--- config.mk ---
export PLATFORM = sky130hd
export DESIGN_NAME = synth_prog_if
export DESIGN_NICKNAME = d
export VERILOG_FILES = /design/src/rtl/synth_prog_pkg.sv /design/src/rtl/synth_prog_sync.sv /design/src/rtl/synth_prog_ctrl.sv /design/src/rtl/synth_prog_dp.sv /design/src/rtl/synth_prog_if.sv
export SDC_FILE = /design/constraint.sdc
export NUM_CORES = 1
export LEC_CHECK = 0
export BUFFER_PORTS_ARGS = -buffer_cell sky130_fd_sc_hd__buf_2
export CORE_UTILIZATION = 55
export DETAILED_ROUTE_END_ITERATION = 7
export PLACE_DENSITY = 0.84
export SYNTH_ARGS = -nofsm -noshare
export SYNTH_HDL_FRONTEND = slang
export SYNTH_HIERARCHICAL = 1
export SYNTH_SLANG_ARGS = --single-unit
--- constraint.sdc ---
create_clock -name clk -period 2.2 [get_ports clk]
set_input_delay 0.11 -clock clk [delete_from_list [all_inputs] [get_ports clk]]
set_output_delay 0.11 -clock clk [all_outputs]
set_load 0.1 [all_outputs]
--- src/rtl/synth_prog_pkg.sv ---
package synth_prog_pkg;
  localparam int M_W    = 9;
  localparam int A_W    = 4;
  localparam int R_W    = 6;
  localparam int ENH_W  = 8;
  localparam int BUS_W  = 8;
  localparam int PRI_W  = 1 + M_W + R_W + A_W;
  localparam int A_LSB  = 0;
  localparam int R_LSB  = A_LSB + A_W;
  localparam int M_LSB  = R_LSB + R_W;
  localparam int PE_BIT = PRI_W - 1;

  typedef struct packed {
    logic shiftPri;
    logic shiftEnh;
    logic ldM1;
    logic ldM2;
    logic ldA;
    logic ldEnh;
    logic hop;
  } strobe_t;

  typedef enum logic [1:0] {MODE_PAR = 2'd0, MODE_SER = 2'd1, MODE_DIR = 2'd2} mode_t;
endpackage

--- src/rtl/synth_prog_sync.sv ---
module synth_prog_sync #(
  parameter int W      = 1,
  parameter int STAGES = 2
) (
  input  logic         clk,
  input  logic         rstN,
  input  logic [W-1:0] d,
  output logic [W-1:0] q
);
  logic [W-1:0] stg [STAGES];

  always_ff @(posedge clk or negedge rstN) begin
    if (!rstN) begin
      for (int i = 0; i < STAGES; i++) stg[i] <= '0;
    end else begin
      stg[0] <= d;
      for (int i = 1; i < STAGES; i++) stg[i] <= stg[i-1];
    end
  end

  assign q = stg[STAGES-1];
endmodule

--- src/rtl/synth_prog_ctrl.sv ---
module synth_prog_ctrl
  import synth_prog_pkg::*;
(
  input  logic    clk,
  input  logic    rstN,
  input  logic    modeDirS,
  input  logic    modeSerS,
  input  logic    serClkS,
  input  logic    enhWrS,
  input  logic    m1S,
  input  logic    m2S,
  input  logic    aS,
  input  logic    hopS,
  output strobe_t strb,
  output mode_t   mode
);
  localparam int NEDGE = 6;

  logic [NEDGE-1:0] cur, prev, rise;

  assign cur = {serClkS, enhWrS, m1S, m2S, aS, hopS};

  always_ff @(posedge clk or negedge rstN) begin
    if (!rstN) prev <= '0;
    else       prev <= cur;
  end

  assign rise = cur & ~prev;

  always_comb begin
    if (modeDirS)      mode = MODE_DIR;
    else if (modeSerS) mode = MODE_SER;
    else               mode = MODE_PAR;
  end

  always_comb begin
    strb          = '0;
    strb.shiftPri = (mode == MODE_SER) && rise[5] && !enhWrS;
    strb.shiftEnh = (mode == MODE_SER) && rise[5] &&  enhWrS;
    strb.ldEnh    = (mode == MODE_PAR) && rise[4];
    strb.ldM1     = (mode == MODE_PAR) && rise[3];
    strb.ldM2     = (mode == MODE_PAR) && rise[2];
    strb.ldA      = (mode == MODE_PAR) && rise[1];
    strb.hop      = rise[0];
  end
endmodule

--- src/rtl/synth_prog_dp.sv ---
module synth_prog_dp
  import synth_prog_pkg::*;
(
  input  logic             clk,
  input  logic             rstN,
  input  strobe_t          strb,
  input  logic             serBit,
  input  logic [BUS_W-1:0] parByte,
  input  logic             isDirect,
  input  logic             bankSel,
  input  logic [M_W-1:0]   dirM,
  input  logic [A_W-1:0]   dirA,
  input  logic             dirPreEnN,
  output logic [PRI_W-1:0] priReg,
  output logic [PRI_W-1:0] secReg,
  output logic [ENH_W-1:0] enhReg,
  output logic [M_W-1:0]   mCnt,
  output logic [A_W-1:0]   aCnt,
  output logic [R_W-1:0]   rCnt,
  output logic             preEnN
);
  logic [PRI_W-1:0] srcWord;

  always_ff @(posedge clk or negedge rstN) begin
    if (!rstN) begin
      priReg <= '0;
    end else begin
      if (strb.shiftPri) priReg <= {priReg[PRI_W-2:0], serBit};
      if (strb.ldM1) begin
        priReg[PE_BIT]      <= parByte[7];
        priReg[M_LSB +: 7]  <= parByte[6:0];
      end
      if (strb.ldM2) begin
        priReg[R_LSB+4 +: 2] <= parByte[3:2];
        priReg[M_LSB+7 +: 2] <= parByte[1:0];
      end
      if (strb.ldA) begin
        priReg[R_LSB +: 4] <= parByte[7:4];
        priReg[A_LSB +: 4] <= parByte[3:0];
      end
    end
  end

  always_ff @(posedge clk or negedge rstN) begin
    if (!rstN)         secReg <= '0;
    else if (strb.hop) secReg <= priReg;
  end

  always_ff @(posedge clk or negedge rstN) begin
    if (!rstN)              enhReg <= '0;
    else if (strb.shiftEnh) enhReg <= {enhReg[ENH_W-2:0], serBit};
    else if (strb.ldEnh)    enhReg <= parByte;
  end

  assign srcWord = bankSel ? priReg : secReg;

  always_comb begin
    rCnt = srcWord[R_LSB +: R_W];
    if (isDirect) begin
      mCnt   = dirM;
      aCnt   = dirA;
      preEnN = dirPreEnN;
    end else begin
      mCnt   = srcWord[M_LSB +: M_W];
      aCnt   = srcWord[A_LSB +: A_W];
      preEnN = srcWord[PE_BIT];
    end
  end
endmodule

--- src/rtl/synth_prog_if.sv ---
module synth_prog_if
  import synth_prog_pkg::*;
(
  input  logic             clk,
  input  logic             rstN,
  input  logic             modeDirect,
  input  logic             modeSerial,
  input  logic             serClk,
  input  logic             serData,
  input  logic             enhWr,
  input  logic [BUS_W-1:0] parData,
  input  logic             m1Wr,
  input  logic             m2Wr,
  input  logic             aWr,
  input  logic             hopWr,
  input  logic             bankSel,
  input  logic [M_W-1:0]   dirM,
  input  logic [A_W-1:0]   dirA,
  input  logic             dirPreEnN,
  output logic [M_W-1:0]   mCnt,
  output logic [A_W-1:0]   aCnt,
  output logic [R_W-1:0]   rCnt,
  output logic             preEnN,
  output logic [ENH_W-1:0] enhByte
);
  localparam int NLEVEL = 9;
  localparam int SYNC_W = NLEVEL + BUS_W;

  logic [SYNC_W-1:0] rawIn, syncOut;
  logic              modeDirS, modeSerS, serClkS, serBitS, enhWrS;
  logic              m1S, m2S, aS, hopS;
  logic [BUS_W-1:0]  parByteS;
  strobe_t           strb;
  mode_t             mode;
  logic              isDirect;
  logic [PRI_W-1:0]  priQ, secQ;
  logic [ENH_W-1:0]  enhQ;

  assign rawIn = {modeDirect, modeSerial, serClk, serData, enhWr,
                  m1Wr, m2Wr, aWr, hopWr, parData};

  synth_prog_sync #(.W(SYNC_W), .STAGES(2)) u_sync (
    .clk(clk), .rstN(rstN), .d(rawIn), .q(syncOut)
  );

  assign {modeDirS, modeSerS, serClkS, serBitS, enhWrS,
          m1S, m2S, aS, hopS, parByteS} = syncOut;

  synth_prog_ctrl u_ctrl (
    .clk(clk), .rstN(rstN), .modeDirS(modeDirS), .modeSerS(modeSerS),
    .serClkS(serClkS), .enhWrS(enhWrS), .m1S(m1S), .m2S(m2S), .aS(aS),
    .hopS(hopS), .strb(strb), .mode(mode)
  );

  assign isDirect = (mode == MODE_DIR);

  synth_prog_dp u_dp (
    .clk(clk), .rstN(rstN), .strb(strb), .serBit(serBitS), .parByte(parByteS),
    .isDirect(isDirect), .bankSel(bankSel), .dirM(dirM), .dirA(dirA),
    .dirPreEnN(dirPreEnN), .priReg(priQ), .secReg(secQ), .enhReg(enhQ),
    .mCnt(mCnt), .aCnt(aCnt), .rCnt(rCnt), .preEnN(preEnN)
  );

  assign enhByte = enhQ;
endmodule

# Yosys cells after proc, flatten, opt, wreduce, memory -nomap -nowiden
# Index checks and enable logic that the tools add are counted.
dict set report classes {
  n_mux 14
  n_div 0
  n_mul 0
  shift 0
  add_sub_neg 0
  bitwise 2
  reduce_logical 13
  n_lt_le_gt_ge 0
  n_eq_ne 2
}
# cell n
set op_table {}
lappend op_table {{20-bit two-way mux} 2}
lappend op_table {{8-bit two-way mux} 3}
lappend op_table {{9-bit two-way mux} 1}
lappend op_table {{2-bit nonzero test} 4}
lappend op_table {{1-bit logical AND} 7}
lappend op_table {{7-bit two-way mux} 1}
lappend op_table {{6-bit bitwise AND} 1}
lappend op_table {{2-bit two-way mux} 3}
lappend op_table {{6-bit NOT} 1}
lappend op_table {{4-bit two-way mux} 1}
lappend op_table {{1-bit two-way mux} 3}
lappend op_table {{2-bit by 1-bit equality test with 1-bit output (second input constant)} 1}
lappend op_table {{2-bit equality test (second input constant)} 1}
lappend op_table {{2-bit logical NOT} 1}
lappend op_table {{1-bit logical NOT} 1}
dict set report totals {
  wordCells 39
  regBits 88
  inputBits 34
  n_memories 0
  out_inout_bits 28
  mem_bits_ro 0
  ramBits 0
  latchBits 0
}

# Longest topological paths before layout
dict set report logic_depth {
  ltp_word 7
  depth_mapped 7
  ltp_nobuf 4
}

# Modules after synthesis
# The synthesis kept the hierarchy.
# mod cells_per_inst seq_area_each_um2 instances area_each_um2
set by_module_without_submodules {}
lappend by_module_without_submodules {synth_prog_dp 213 1201.2 1 2392.3}
lappend by_module_without_submodules {synth_prog_sync 51 850.8 1 978.4}
lappend by_module_without_submodules {synth_prog_ctrl 17 150.1 1 227.7}
lappend by_module_without_submodules {synth_prog_if 1 0.0 1 13.8}

# Worst setup path after synthesis
# Ideal clock, no wire load.
dict set report synth_timing {
  path_type {register to output}
  from {register u_sync.stg (netlist bit u_sync/q[16])}
  to {output port mCnt[2]}
  stages_incl_launch_ff 7
  required_time_ns 2.090
  n_path_buf 3
  arrival_time_ns 2.414
  path_slack_ns -0.324
  cell_sequence {dfrtp_1 buf_4 and2b_2 nor2b_4 buf_4 buf_2 o21ai_1}
}
dict set report synth_via {
  elab_chain_cells 3
}
# item line
set synth_rtl {}
lappend synth_rtl {{start, declared} synth_prog_sync.sv:10} ;# logic [W-1:0] stg [STAGES];
lappend synth_rtl {{2-bit two-way mux} synth_prog_ctrl.sv:31} ;# if (modeDirS) mode = MODE_DIR;
lappend synth_rtl {{net mode[0]} synth_prog_if.sv:34} ;# mode_t mode;
lappend synth_rtl {{2-bit equality test} synth_prog_if.sv:55} ;# assign isDirect = (mode == MODE_DIR);
lappend synth_rtl {{net isDirect} synth_prog_if.sv:35} ;# logic isDirect;
lappend synth_rtl {{9-bit two-way mux} synth_prog_dp.sv:59} ;# if (isDirect) begin
lappend synth_rtl {{end, declared} synth_prog_if.sv:20} ;# output logic [M_W-1:0] mCnt,
# The timed path passes the listed nets, and every way through them passes these cells.

# Worst setup path in the final report
dict set report layout_timing {
  from {register u_sync.stg (netlist bit u_sync/q[16])}
  to {output port mCnt[8]}
}
# The elaborated chain is that of the path after synthesis.

==> flow_metrics.py <==
metrics = {
    "outcome": {
        "status": "complete, no violations",
    },
    "pwr": {
        "cellPowerDensity_nw_per_um2": 1150,
        "swShare": 0.396,
        "p_switching_mw": 2.02,
        "p_comb_frac": 0.345,
        "clkPwrFrac": 0.237,
        "internal_power_mw": 3.07,
        "p_leak_nw": 1.99,
        "seqPwrFrac": 0.418,
        "ir_drop_v": 0.00114,
    },
    "cells_and_area": {
        "area_growth_pct": 22.5,
        "layout-drive-gt1-share": 0.335,
        "diodes": 0,
        "fin_nets": 387,
        "fillers": 451,
        "multi_input_area_um2": 1200,
        "seq_area_um2": 2200,
        "fin_area_um2": 4430,
    },
    "timing": {
        "skew_ns": 0.00917,
        "tightest_slew_ns": 0.558,
        "drv_slew": 0,
        "finalCritPeriodShare": 0.935,
        "fin_tns_setup_ns": 0,
        "finalHoldViolCount": 0,
        "setup_violations": 0,
        "fmax_mhz": 486,
        "relSlewSlack": 0.628,
        "min_period_ns": 2.06,
        "rsz0062_at_grt": "no",
    },
    "route": {
        "initialDrtViolationCount": 182,
        "postRouteAntennaNets": 0,
        "detail_route.wl_per_cell_um": 15.1,
        "routed_wl_um": 6550,
        "viasPerCell": 5.21,
        "drc_errors": 0,
        "vias": 2266,
        "drt_first_pass_iters": 5,
    },
    "worst_setup_path": {
        "cp.arrival_ns": 1.95,
        "worst-setup-path-type": "flop to output pin",
        "cp_num_buf_inv": 2,
        "cp-end-kind": "output pin",
        "cp_slowest_cell": "dfrtp_2",
        "cp-start-kind": "flop",
        "cp.required_ns": 2.09,
        "critPathMostFrequentCell": "buf_4",
        "max_stage_delay_ns": 0.46,
        "critPathTopFamily": "simple AND/OR/NAND/NOR gates",
        "crit_chain": "and2b_2 -> nor2b_4 -> buf_4 -> nand2_1 -> o21ai_1 -> buf_4",
        "crit_fanout": 9,
    },
    "cts": {
        "insertion_delay_ns": 0.35,
        "clock-sinks": 88,
        "cts_buffer_depth": 2,
        "cts_buffers": 9,
        "clk_pin_slew_worst_paths_ns": 0.08,
        "h-tree-depth": 3,
        "cts_tree": "built",
        "cts-root-buf": "clkbuf_8",
    },
    "global_route": {
        "grt_pass1_vias": 2207,
        "antenna_found_initial": 0,
        "grt_max_degree": 46,
        "grt_pass1_wl_um": 10700,
        "track_usage": 0.205,
        "grt.overflow.total": 0,
    },
    "yosys": {
        "netlist_area_um2": 3610,
        "ys_warn_count": 6,
        "seq_area_frac_synth": 0.610,
        "ys_seq_elements": 88,
        "synth_cell_types": 18,
        "netlist_instances": 282,
        "syn_nets": 316,
        "syn_avg_cell_area_um2": 12.8,
    },
    "placed_design": {
        "place.gp.congestion": 0.802,
        "placed_area_um2": 3980,
        "dpl.hpwl_um": 4290,
        "portBuffers": 61,
    },
    "run": {
        "drv_cap": 0,
    },
    "floorplan": {
        "rows": 29,
        "die_area_um2": 6900,
        "num_io_pins": 62,
        "fp.dieH_um": 83.0,
        "coreArea_um2": 6350,
        "start_util": 0.569,
        "die_w_um": 83.0,
    },
    "min_path": {
        "min_path_type": "input pin to async pin",
    },
}
-- metrics by stage --
stage	util	instances	total power [mW]	setup slack, ns	hold slack [ns]
global route	0.697	435	5.29	0.0348	0.335
detailed placement	0.626	398	3.87	0.335	0.138
global placement	0.626	398	3.81	0.404	0.136
finish	0.697	435	5.09	0.143	0.284
floorplan	-	282	3.47	-0.324	-0.186
CTS	0.694	433	5.11	0.0653	0.294
-- path summary, 6_finish.rpt --
check                                               from                    endpoint  slack, ns  cells after the start
worst max-delay path              u_sync/q[16]$_DFF_PN0_                     mCnt[8]       0.14                      6
worst min-delay path                                rstN    u_sync/stg[25]$_DFF_PN0_       0.28                      2
worst max register to register    u_sync/q[16]$_DFF_PN0_  u_dp/priReg[1]$_DFFE_PN0P_       0.55                      5
worst min register to register  u_sync/stg[27]$_DFF_PN0_      u_sync/q[10]$_DFF_PN0_       0.35                      0
max in group asynchronous                           rstN      u_sync/q[16]$_DFF_PN0_       1.27                      3
min in group clk                u_sync/stg[27]$_DFF_PN0_      u_sync/q[10]$_DFF_PN0_       0.35                      0
-- flip-flops by register name, summed over array words and instances (netlist names) --
signal,cells
u_dp/secReg,20
u_ctrl/prev,6
u_dp/enhReg,8
u_dp/priReg,20
u_sync/q,17
u_sync/stg,17
-- kinds of logic (layout without fill, tap and decap cells) --
group                  count (synthesis)  in the layout  share of synthesized area
buffers and inverters                 32            107                     0.0689
muxes                                 68             68                      0.197
DFF                                   88             88                      0.610
AOI/OAI and AO/OA                     42             42                     0.0582
and+or+nand+nor                       52             53                     0.0658
-- power by group through the flow --
stage          registers, mW  logic [mW]  clock network, mW
2_1_floorplan           2.36        1.11                  0
3_3_place_gp            2.13        1.68                  0
3_5_place_dp            2.16        1.71                  0
4_1_cts                 2.13        1.76               1.23
5_1_grt                 2.17        1.83               1.29
6_report                2.13        1.76               1.21
-- metal layers --
metal | vias to the layer above | global-route usage | share of wire
li1 | 1090 | - | -
met1 | 1092 | 0.278 | 0.44
met2 | 73 | 0.318 | 0.49
met3 | 11 | 0.0368 | 0.050
met4 | 0 | 0.108 | 0.021
met5 | - | 0 | 0
-- final cells by class --
type / count / share of cell area
clock buffers: 12 / 0.0328
clock inverters: 4 / 0.0172
inverters: 1 / 0.000848
multi-input cells: 163 / 0.270
flip-flops and latches: 88 / 0.498
well taps: 77 / 0.0218
repair buffers: 90 / 0.159
-- placed cells by master, fill, tap and decap left out, drive strengths merged --
cell type / instances
clkbuf: 12
nor4: 1
buf: 72
mux2i: 42
nand4bb: 1
dfrtp: 88
nand2: 42
nor2: 2
dlygate4sd3: 18
inv: 2
nor2b: 3
clkinvlp: 1
nor4b: 3
mux2: 26
and2b: 1
bufinv: 2
o21ai: 42
-- what timing repair did --
item	in CTS	in global routing
endpoints found under the hold margin	60	0
endpoints found under the setup margin	9	2
hold buffers	18	0
resized for setup	8	1
gates cloned	1	0
buffers inserted	0	2
-- synthesized netlist by cell type (all sizes together) --
| master | count | area [um^2] |
|---|---|---|
| dfrtp | 88 | 2200 |
| nor4 | 1 | 6.26 |
| inv | 1 | 3.75 |
| mux2i | 42 | 420 |
| buf | 30 | 231 |
| nor4b | 3 | 26.3 |
| nor2b | 2 | 20.0 |
| clkbuf | 1 | 13.8 |
| nor2 | 2 | 7.51 |
| nand4bb | 1 | 11.3 |
| and2b | 1 | 8.76 |
| nand2 | 42 | 158 |
| o21ai | 42 | 210 |
| mux2 | 26 | 293 |
Note: power is estimated with default switching activity, not from simulation.
